**config.mk**
```make
export PLATFORM = sky130hd
export DESIGN_NAME = scp_core
export DESIGN_NICKNAME = d
export VERILOG_FILES = /design/src/rtl/scp_pkg.sv /design/src/rtl/scp_main_dec.sv /design/src/rtl/scp_alu_dec.sv /design/src/rtl/scp_regfile.sv /design/src/rtl/scp_datapath.sv /design/src/rtl/scp_core.sv
export SDC_FILE = /design/constraint.sdc
export NUM_CORES = 2
export LEC_CHECK = 0
export ABC_CLOCK_PERIOD_IN_PS = 12700
export BUFFER_PORTS_ARGS = -buffer_cell sky130_fd_sc_hd__buf_4
export CAP_MARGIN = 20
export CORE_MARGIN = 3
export CORE_UTILIZATION = 40
export DETAILED_ROUTE_END_ITERATION = 12
export PLACE_DENSITY = 0.59
export SETUP_SLACK_MARGIN = 0.15
export SYNTH_ARGS = -nofsm -noshare
export SYNTH_HDL_FRONTEND = slang
export SYNTH_SLANG_ARGS = --single-unit
```
**constraint.sdc**
```tcl
create_clock -name clk -period 12.7 [get_ports clk]
set_input_delay 2.54 -clock clk [delete_from_list [all_inputs] [get_ports clk]]
set_output_delay 2.54 -clock clk [all_outputs]
set_load 0.02 [all_outputs]
```
**src/rtl/scp_pkg.sv**
```systemverilog
package scp_pkg;

  localparam logic [5:0] OP_RTYPE = 6'b000000;
  localparam logic [5:0] OP_LW    = 6'b100011;
  localparam logic [5:0] OP_SW    = 6'b101011;
  localparam logic [5:0] OP_BEQ   = 6'b000100;
  localparam logic [5:0] OP_J     = 6'b000010;

  localparam logic [5:0] FN_ADD = 6'b100000;
  localparam logic [5:0] FN_SUB = 6'b100010;
  localparam logic [5:0] FN_AND = 6'b100100;
  localparam logic [5:0] FN_OR  = 6'b100101;
  localparam logic [5:0] FN_SLT = 6'b101010;

  typedef enum logic [2:0] {
    ALU_AND = 3'b000,
    ALU_OR  = 3'b001,
    ALU_ADD = 3'b010,
    ALU_SUB = 3'b110,
    ALU_SLT = 3'b111
  } aluCtl_e;

  typedef enum logic [1:0] {
    AOP_MEM   = 2'b00,
    AOP_BR    = 2'b01,
    AOP_FUNCT = 2'b10
  } aluClass_e;

  typedef struct packed {
    logic regDst;
    logic aluSrc;
    logic memToReg;
    logic regWrite;
    logic memRead;
    logic memWrite;
    logic branch;
    logic jump;
  } mainCtl_t;

  typedef struct packed {
    mainCtl_t m;
    aluCtl_e  aluCtl;
  } ctrl_t;

endpackage

```
**src/rtl/scp_main_dec.sv**
```systemverilog
module scp_main_dec
  import scp_pkg::*;
(
  input  logic [5:0] opcode,
  output mainCtl_t   mainCtl,
  output aluClass_e  aluClass
);

  always_comb begin
    mainCtl  = '0;
    aluClass = AOP_MEM;
    unique case (opcode)
      OP_RTYPE: begin
        mainCtl.regDst   = 1'b1;
        mainCtl.regWrite = 1'b1;
        aluClass         = AOP_FUNCT;
      end
      OP_LW: begin
        mainCtl.aluSrc   = 1'b1;
        mainCtl.memToReg = 1'b1;
        mainCtl.regWrite = 1'b1;
        mainCtl.memRead  = 1'b1;
      end
      OP_SW: begin
        mainCtl.aluSrc   = 1'b1;
        mainCtl.memWrite = 1'b1;
      end
      OP_BEQ: begin
        mainCtl.branch = 1'b1;
        aluClass       = AOP_BR;
      end
      OP_J: begin
        mainCtl.jump = 1'b1;
      end
      default: ;
    endcase
  end

endmodule

```
**src/rtl/scp_alu_dec.sv**
```systemverilog
module scp_alu_dec
  import scp_pkg::*;
(
  input  aluClass_e  aluClass,
  input  logic [5:0] funct,
  output aluCtl_e    aluCtl
);

  always_comb begin
    aluCtl = ALU_ADD;
    unique case (aluClass)
      AOP_MEM: aluCtl = ALU_ADD;
      AOP_BR:  aluCtl = ALU_SUB;
      default: begin
        case (funct)
          FN_ADD:  aluCtl = ALU_ADD;
          FN_SUB:  aluCtl = ALU_SUB;
          FN_AND:  aluCtl = ALU_AND;
          FN_OR:   aluCtl = ALU_OR;
          FN_SLT:  aluCtl = ALU_SLT;
          default: aluCtl = ALU_ADD;
        endcase
      end
    endcase
  end

endmodule

```
**src/rtl/scp_regfile.sv**
```systemverilog
module scp_regfile #(
  parameter int AW = 5,
  parameter int W  = 32
) (
  input  logic          clk,
  input  logic [AW-1:0] raddr1,
  input  logic [AW-1:0] raddr2,
  output logic [W-1:0]  rdata1,
  output logic [W-1:0]  rdata2,
  input  logic          wen,
  input  logic [AW-1:0] waddr,
  input  logic [W-1:0]  wdata
);

  localparam int NREGS = 1 << AW;

  logic [W-1:0] regs [NREGS];

  always_ff @(posedge clk) begin
    if (wen && (waddr != '0)) regs[waddr] <= wdata;
  end

  assign rdata1 = (raddr1 == '0) ? '0 : regs[raddr1];
  assign rdata2 = (raddr2 == '0) ? '0 : regs[raddr2];

endmodule

```
**src/rtl/scp_datapath.sv**
```systemverilog
module scp_datapath
  import scp_pkg::*;
#(
  parameter int IMEM_AW = 6,
  parameter int DMEM_AW = 8
) (
  input  logic               clk,
  input  logic               rstN,
  input  ctrl_t              ctrl,
  output logic [5:0]         opcode,
  output logic [5:0]         funct,
  input  logic               loadEn,
  input  logic [IMEM_AW-1:0] loadAddr,
  input  logic [31:0]        loadData,
  output logic [31:0]        pc,
  output logic [DMEM_AW-1:0] dmemAddr,
  output logic [31:0]        dmemWdata,
  output logic               dmemWe,
  output logic               dmemRe,
  input  logic [31:0]        dmemRdata
);

  localparam int IMEM_DEPTH = 1 << IMEM_AW;
  localparam int REG_AW     = 5;

  logic [31:0] imem [IMEM_DEPTH];
  logic [31:0] pcReg, pcPlus4, pcNext, brTarget, jTarget;
  logic [31:0] instr, immExt;
  logic [31:0] rd1, rd2, aluB, aluY, wbData;
  logic [REG_AW-1:0] wAddr;
  logic aluZero, takeBranch;

  // instruction store, filled through the load port
  always_ff @(posedge clk) begin
    if (loadEn) imem[loadAddr] <= loadData;
  end

  assign instr  = imem[pcReg[IMEM_AW+1:2]];
  assign opcode = instr[31:26];
  assign funct  = instr[5:0];
  assign immExt = {{16{instr[15]}}, instr[15:0]};

  // register file and write-back
  assign wAddr  = ctrl.m.regDst ? instr[15:11] : instr[20:16];
  assign wbData = ctrl.m.memToReg ? dmemRdata : aluY;

  scp_regfile #(.AW(REG_AW), .W(32)) u_rf (
    .clk   (clk),
    .raddr1(instr[25:21]),
    .raddr2(instr[20:16]),
    .rdata1(rd1),
    .rdata2(rd2),
    .wen   (ctrl.m.regWrite),
    .waddr (wAddr),
    .wdata (wbData)
  );

  // ALU
  assign aluB = ctrl.m.aluSrc ? immExt : rd2;

  always_comb begin
    unique case (ctrl.aluCtl)
      ALU_AND: aluY = rd1 & aluB;
      ALU_OR:  aluY = rd1 | aluB;
      ALU_ADD: aluY = rd1 + aluB;
      ALU_SUB: aluY = rd1 - aluB;
      ALU_SLT: aluY = {31'b0, $signed(rd1) < $signed(aluB)};
      default: aluY = rd1 + aluB;
    endcase
  end

  assign aluZero = (aluY == 32'd0);

  // next PC
  assign pcPlus4    = pcReg + 32'd4;
  assign brTarget   = pcPlus4 + {immExt[29:0], 2'b00};
  assign jTarget    = {pcPlus4[31:28], instr[25:0], 2'b00};
  assign takeBranch = ctrl.m.branch & aluZero;

  always_comb begin
    if (ctrl.m.jump)     pcNext = jTarget;
    else if (takeBranch) pcNext = brTarget;
    else                 pcNext = pcPlus4;
  end

  always_ff @(posedge clk or negedge rstN) begin
    if (!rstN) pcReg <= '0;
    else       pcReg <= pcNext;
  end

  assign pc        = pcReg;
  assign dmemAddr  = aluY[DMEM_AW+1:2];
  assign dmemWdata = rd2;
  assign dmemWe    = ctrl.m.memWrite;
  assign dmemRe    = ctrl.m.memRead;

  AST_PC_STEP: assert property (@(posedge clk) disable iff (!rstN)
    ($past(rstN) && !$past(takeBranch) && !$past(ctrl.m.jump)) |-> pcReg == $past(pcReg) + 32'd4)
    else $error("sequential PC step broken");

  AST_BR_TARGET: assert property (@(posedge clk) disable iff (!rstN)
    ($past(rstN) && $past(takeBranch) && !$past(ctrl.m.jump)) |->
      pcReg == $past(pcReg) + 32'd4 + {$past(immExt[29:0]), 2'b00})
    else $error("branch target wrong");

  AST_J_TARGET: assert property (@(posedge clk) disable iff (!rstN)
    ($past(rstN) && $past(ctrl.m.jump)) |-> pcReg[27:0] == {$past(instr[25:0]), 2'b00})
    else $error("jump target wrong");

endmodule

```
**src/rtl/scp_core.sv**
```systemverilog
module scp_core
  import scp_pkg::*;
#(
  parameter int IMEM_AW = 6,
  parameter int DMEM_AW = 8
) (
  input  logic               clk,
  input  logic               rstN,
  input  logic               loadEn,
  input  logic [IMEM_AW-1:0] loadAddr,
  input  logic [31:0]        loadData,
  output logic [31:0]        pc,
  output logic [DMEM_AW-1:0] dmemAddr,
  output logic [31:0]        dmemWdata,
  output logic               dmemWe,
  output logic               dmemRe,
  input  logic [31:0]        dmemRdata
);

  logic [5:0] opcode, funct;
  mainCtl_t   mainCtl;
  aluClass_e  aluClass;
  aluCtl_e    aluCtl;
  ctrl_t      ctrl;

  scp_main_dec u_main (
    .opcode  (opcode),
    .mainCtl (mainCtl),
    .aluClass(aluClass)
  );

  scp_alu_dec u_aluDec (
    .aluClass(aluClass),
    .funct   (funct),
    .aluCtl  (aluCtl)
  );

  assign ctrl.m      = mainCtl;
  assign ctrl.aluCtl = aluCtl;

  scp_datapath #(.IMEM_AW(IMEM_AW), .DMEM_AW(DMEM_AW)) u_dp (
    .clk      (clk),
    .rstN     (rstN),
    .ctrl     (ctrl),
    .opcode   (opcode),
    .funct    (funct),
    .loadEn   (loadEn),
    .loadAddr (loadAddr),
    .loadData (loadData),
    .pc       (pc),
    .dmemAddr (dmemAddr),
    .dmemWdata(dmemWdata),
    .dmemWe   (dmemWe),
    .dmemRe   (dmemRe),
    .dmemRdata(dmemRdata)
  );

  AST_MEM_ADD: assert property (@(posedge clk) disable iff (!rstN)
    (mainCtl.memRead || mainCtl.memWrite) |-> aluCtl == ALU_ADD)
    else $error("memory access not using add");

  AST_BR_SUB: assert property (@(posedge clk) disable iff (!rstN)
    mainCtl.branch |-> aluCtl == ALU_SUB)
    else $error("branch compare not using subtract");

  AST_STORE_NO_WB: assert property (@(posedge clk) disable iff (!rstN)
    dmemWe |-> !mainCtl.regWrite)
    else $error("store also writes a register");

endmodule

```
---- After elaboration in Yosys (flattened, before gate mapping) ----
Memory sizes are Yosys's and may differ from the RTL's.
Index checks and enable logic that the tools add are counted.
cells by class
  add/subtract/negate cells ............... 4
  multiply operators ...................... 0
  divide/modulo/power cells ............... 0
  magnitude comparators ................... 1
  equality and inequality tests ........... 12
  shifts and indexed selects .............. 0
  muxes and demuxes ....................... 22
  bitwise logic cells ..................... 3
  reduce and logical (&&, ||, !) cells .... 10
operators by type and width
  cell                     number
  $mux W32                 6
  $pmux W32 S4             1
  $add A32 B32 Y32         2
  $eq A6 B6 Y1 const B     6
  $add A32 B3 Y32 const B  1
  $and A32 B32 Y32         1
  $logic_not A32 Y1        1
  $lt A32 B32 Y1           1
  $or A32 B32 Y32          1
  $sub A32 B32 Y32         1
  $pmux W3 S4              1
  $mux W1                  11
  $logic_not A5 Y1         2
  $eq A3 B3 Y1 const B     2
  $eq A6 B2 Y1 const B     1
  $eq A6 B3 Y1 const B     1
  $logic_not A6 Y1         1
  $pmux W3 S2              1
  $mux W5                  1
  $reduce_bool A5 Y1       1
  $pmux W2 S2              1
  $reduce_or A2 Y1         2
  $eq A3 B1 Y1 const B     1
  $logic_not A3 Y1         1
  other kinds (4)          4
word-level totals
  bits in registers ....................... 32
  bits in latches ......................... 0
  memory bits (writable) .................. 3072
  memory bits (read-only) ................. 0
  input port bits ......................... 73
  output and inout port bits .............. 74
  logic and storage cells ................. 55
  memories ................................ 2
memories
  name            words  width  rd ports  clocked after Yosys merged registers in  wr ports  RTL line            source
  u_dp.imem       64     32     1         0                                        1         scp_datapath.sv:26  logic [31:0] imem [IMEM_DEPTH];
  u_dp.u_rf.regs  32     32     2         0                                        1         scp_regfile.sv:17   logic [W-1:0] regs [NREGS];

---- Logic depth before layout (Yosys ltp) ----
An unclocked memory read counts as a cell.
  depth after elaboration ................. 11
  gate-level depth with buffers ........... 39
  mapped depth without buffers ............ 27

---- Modules after synthesis ----
From an unflattened synthesis, not the netlist that was laid out.
unflattened totals
  cells, all modules ...................... 6946
  area, all modules ....................... 135339.8 um^2
modules (own cells, without submodules)
  module        instances  cells an instance  area an instance (um^2)
  scp_datapath  1          4358               87256.2
  scp_regfile   1          2564               47904.7
  scp_main_dec  1          16                 115.1
  scp_alu_dec   1          8                  63.8

---- Worst setup path before layout ----
OpenSTA, ideal clock, no wires.
  path type ............................... reg2out
  start ................................... reg u_dp.pcReg[2], in the netlist u_dp.pc[2]
  end ..................................... out dmemAddr[6]
  arrival time ............................ 7.572 ns
  data required time ...................... 10.160 ns
  path slack .............................. 2.588 ns
  stages on the path, launching flop included .. 28
  path buffers ............................ 15
  cells stage by stage .................... dfrtp_1 > buf_6 > buf_12 > buf_8 > buf_6 > buf_4 > buf_6 > buf_4 > buf_4 > buf_4 > buf_2 > buf_2 > buf_2 > mux4_2 > mux4_2 > mux4_2 > clkbuf_1 > buf_2 > mux2i_1 > nor2_1 > mux2i_1 > ha_1 > clkbuf_1 > a2111oi_0 > o21ai_0 > a31oi_1 > a221oi_1 > o22ai_1
RTL lines
  element                                               RTL line                                                    source
  from (decl)                                           scp_datapath.sv:27                                          logic [31:0] pcReg, pcPlus4, pcNext, brTarget, jTarget;
  from (signal assigned)                                scp_datapath.sv:88                                          else pcReg <= pcNext;
  $mem_v2 Z64 W32 *                                     n/a
  $mem_v2 Z32 W32 or $logic_not A5 Y1 (tied branches)   n/a
  $mux W32 *                                            scp_regfile.sv:24                                           assign rdata2 = (raddr2 == '0) ? '0 : regs[raddr2];
  named net dmemWdata[4]                                scp_core.sv:14                                              output logic [31:0] dmemWdata,
  $mux W32 *                                            scp_datapath.sv:59                                          assign aluB = ctrl.m.aluSrc ? immExt : rd2;
  $add A32 B32 Y32 or $sub A32 B32 Y32 (tied branches)  scp_datapath.sv:65, scp_datapath.sv:68, scp_datapath.sv:66
  $pmux W32 S4 *                                        scp_datapath.sv:62                                          unique case (ctrl.aluCtl)
  to (decl)                                             scp_core.sv:13                                              output logic [DMEM_AW-1:0] dmemAddr,
Mark *: on every way through the listed nets, which the timed path passes. The rest lies on a longest branch.

---- Worst setup path after layout ----
  start ................................... reg u_dp.pcReg[2], in the netlist u_dp.pc[2]
  end ..................................... out dmemAddr[7]
on the way
  longest elaborated chain between the ends .. 7
ends and longest elaborated chain
  element                                                  RTL line
  $mem_v2 Z64 W32 *                                        n/a
  branches (longest 5 deep; another with $mem_v2 Z32 W32)  n/a
  $pmux W32 S4 *                                           scp_datapath.sv:62
Every way passes the cells marked *.

==> metrics <==
CP max-delay cell=mux4_4; initial antenna violation count=28; RSZ-0062 raised after global routing=no; Tot GR Track Use=22.6%; status=finished, final reports clean; Setup crit start kind=flip-flop; Critical Path Most Common Cell=mux4_2; Cell Area, Synth=134000 um^2; register area=93000 um^2; Post-CTS Setup Repair Bufs=0; Critical Path RT=10160 ps; #FFs+latches synth=3102; Max-cap violations=0; Starting Density=40.3%; hold path startpoint=u_dp.pc[31]; vias in the first global route=71100; Fillers=27600; largest family of logic cells by synthesized area=multiplexers; Ports=147; Crit. End Element=primary output; Synth Area in Adders=1.22%; CP Class=reg2out; post-synthesis sequential area ratio=69.6%; clk sink count=3102; Num CTS Buffers=317; Post-synth ARST share=0.967%; Layout Nets=6887; Syn Inst Count=6338; distinct cell type count after synthesis=91; number of cell rows=211; post-detailed-route count of antenna-violating nets=0; critical path, cell by cell=buf_12 -> mux4_2 -> mux4_2 -> mux4_4 -> buf_4 -> mux4_2 -> mux4_2 -> mux2i_1 -> or2_2 -> ha_1 -> a2111oi_0 -> a21oi_1 -> a21oi_1 -> o21bai_1 -> a221o_1 -> a22o_1 -> buf_4; fin crit period=11680 ps; gpl congestion=0.913; skew final=68.7 ps; Clock transition at path regs=70 ps; Cells on Worst Hold Path=2; core region area=332000 um^2; Relative slew margins=19.1%; Die H=584 um; Hold Path End=u_dp.pc[31]; TritonRoute pass-1 iters=6; first-pass GRT wire length=547000 um; routed vias/inst=6.20; Tcrit/Tclk final=92.0%; Via Count=70000; FF-to-FF path depth=24; post_cts resized=0; Hold WC Path Type=reg2reg; ratio of cells with drive above 1 in the final layout=32.6%; Pins Over Slew Limit=0; final hold vios=0; Post-synth EDFFs=3072; setup violators final=0; port bufs=144; synth warn=0; area occupied by multi-input gates=39400 um^2; Synth Flop Type=edfxtp_1; worst stage delay on the critical path=1030 ps; DP Wirelength=227000 um; post-synthesis mux area share=22.0%; Die X=584 um; FF-to-FF setup slack=1040 ps; drt initial violations=8545; Worst-Margin Slew=1200 ps; setup_tns=0 ps; CP Data Arrival Time=9140 ps; DR WL/cell=34.5 um; reg2reg end=u_dp.pc[15]; GR Overflow Total=0; clock latency on the worst-skew pair=880 ps; Fmax achieved=0.0856 GHz; H-tree levels=5; CTS max path bufs=4; Root Driver=clkbuf_16; Hold Buf Count CTS=0; CTS tree=yes; simple-gate share of the synthesized area=2.33%; fraction of the mapped netlist area in compound gates=2.82%; total die area=341000 um^2; largest net degree at the start of global routing=126; DR DRC count=0; Synth-to-Final Area Change=13.3%; Syn Area/Cell=21.1 um^2; CP Max Fanout=66; FF-to-FF Start=u_dp.pc[2]; Post-Synth XOR/XNOR Area=0.347%; wirelength, routed=390000 um
==> cells in the final DEF (no fill, tap or decap), drive strengths merged, types with 13 or more instances in the layout <==
| cell | instances |
|---|---|
| a21oi | 129 |
| ha | 126 |
| bufinv | 25 |
| a221o | 22 |
| conb | 34 |
| o21ai | 57 |
| a22oi | 28 |
| mux4 | 1240 |
| a21o | 18 |
| nor4 | 15 |
| nand3 | 43 |
| edfxtp | 3072 |
| o22ai | 20 |
| or2 | 37 |
| clkinv | 126 |
| clkinvlp | 13 |
| a211oi | 46 |
| or3 | 20 |
| and3 | 24 |
| clkbuf | 393 |
| xor2 | 18 |
| dfrtp | 30 |
| buf | 380 |
| nand2 | 84 |
| inv | 122 |
| mux2i | 129 |
| nor2 | 274 |
| nor2b | 28 |
| a221oi | 30 |
| mux2 | 18 |
| o221ai | 26 |
| xnor2 | 35 |
| and2 | 15 |
| nand2b | 22 |
| o21bai | 14 |
| nor3 | 31 |
==> registers in the layout, summed over array words and instances, names as in the netlist <==
name            flops
u_dp.imem        2048
u_dp.u_rf.regs   1024
u_dp.pc            30
==> per-layer routing <==
metal  vias up  share of wire [%]  global-route usage (%)
met5         -             0.0054                       0
met1     38100                 40                    31.0
met3       690                8.2                    3.85
li1      27800                  -                       -
met4         4                3.2                    6.81
met2      3422                 49                    37.1
==> worst max-delay path by stage <==
stage,startpoint,end,slack (ps)
floorplan,u_dp.pc[2],dmemAddr[6],2590
global placement,u_dp.pc[2],u_dp.pc[2],1470
detailed placement,u_dp.pc[2],u_dp.pc[2],1250
CTS,u_dp.pc[2],dmemAddr[7],1060
global route,u_dp.pc[2],u_dp.pc[18],550
finish,u_dp.pc[2],dmemAddr[7],1020
==> cell families after synthesis <==
family / count (synthesis)
other: 1
multiplexers: 1387
AND/OR/NAND/NOR: 639
flip-flops: 3102
XOR/XNOR: 53
buffers and inverters: 502
adder cells (fa/ha/maj): 129
AO/OA/AOI/OAI: 525
==> cell usage after synthesis, types with 10 or more instances <==
| cell | n | area (um^2) |
|---|---|---|
| nor2b_1 | 28 | 175 |
| nand3b_1 | 11 | 82.6 |
| o21a_1 | 10 | 75.1 |
| a21o_1 | 18 | 135 |
| o211ai_1 | 10 | 75.1 |
| mux2_2 | 18 | 203 |
| xor2_1 | 18 | 158 |
| nand2_1 | 83 | 312 |
| a21oi_1 | 128 | 641 |
| dfrtp_1 | 30 | 751 |
| o21ai_0 | 54 | 270 |
| a211oi_1 | 45 | 338 |
| nor4_1 | 13 | 81.3 |
| mux4_2 | 1240 | 27900 |
| a22o_1 | 12 | 105 |
| and3_1 | 24 | 150 |
| nand3_1 | 42 | 210 |
| inv_1 | 116 | 435 |
| or2_2 | 37 | 231 |
| a22oi_1 | 28 | 210 |
| buf_6 | 12 | 135 |
| mux2i_1 | 129 | 1290 |
| and2_1 | 15 | 93.8 |
| clkbuf_1 | 165 | 619 |
| a221oi_1 | 28 | 245 |
| buf_1 | 95 | 357 |
| xnor2_1 | 35 | 307 |
| a311oi_1 | 11 | 96.3 |
| buf_2 | 84 | 420 |
| a221o_1 | 22 | 220 |
| o221ai_1 | 26 | 228 |
| nor2_1 | 274 | 1030 |
| ha_1 | 126 | 1580 |
| buf_4 | 26 | 195 |
| o22ai_1 | 20 | 125 |
| edfxtp_1 | 3072 | 92200 |
| nor3_1 | 30 | 150 |
| nand4_1 | 12 | 75.1 |
| o21bai_1 | 14 | 105 |
| nand2b_1 | 22 | 138 |
| or3_1 | 20 | 125 |
==> cell type report <==
type,instances,share of cell area (%)
Sequential cell,3102,61.4
Multi-Input combinational cell,2767,26.0
Clock buffer,393,5.59
Tap cell,4366,3.61
Timing Repair Buffer,380,2.06
Clock inverter,169,0.998
Inverter,117,0.290
Antenna cell,2,0.00330
==> critical path, delay by kind of cell (launching register included) <==
kind                       cells  cell delay (ps)
muxes                          6             3370
AOI/OAI and AO/OA              6             2190
buffers and inverters          3             1150
DFF                            1              790
adders and majority gates      1              340
and+or+nand+nor                1              180
==> per-stage QoR <==
stage | util, % | std cells | hold WS, ps | area (um^2) | setup WS [ps]
floorplan | - | 6371 | 710 | 134000 | 2590
global placement | 42.6 | 10700 | 631 | 141000 | 1470
detailed placement | 42.6 | 10700 | 603 | 141000 | 1250
CTS | 45.7 | 11300 | 628 | 151000 | 1060
global route | 45.7 | 11300 | 656 | 151000 | 548
finish | 45.7 | 11300 | 620 | 151000 | 1020
Power is left out: the tool's default activity adds up to more than one toggle a clock period on the data nets, which glitch-free logic cannot reach.
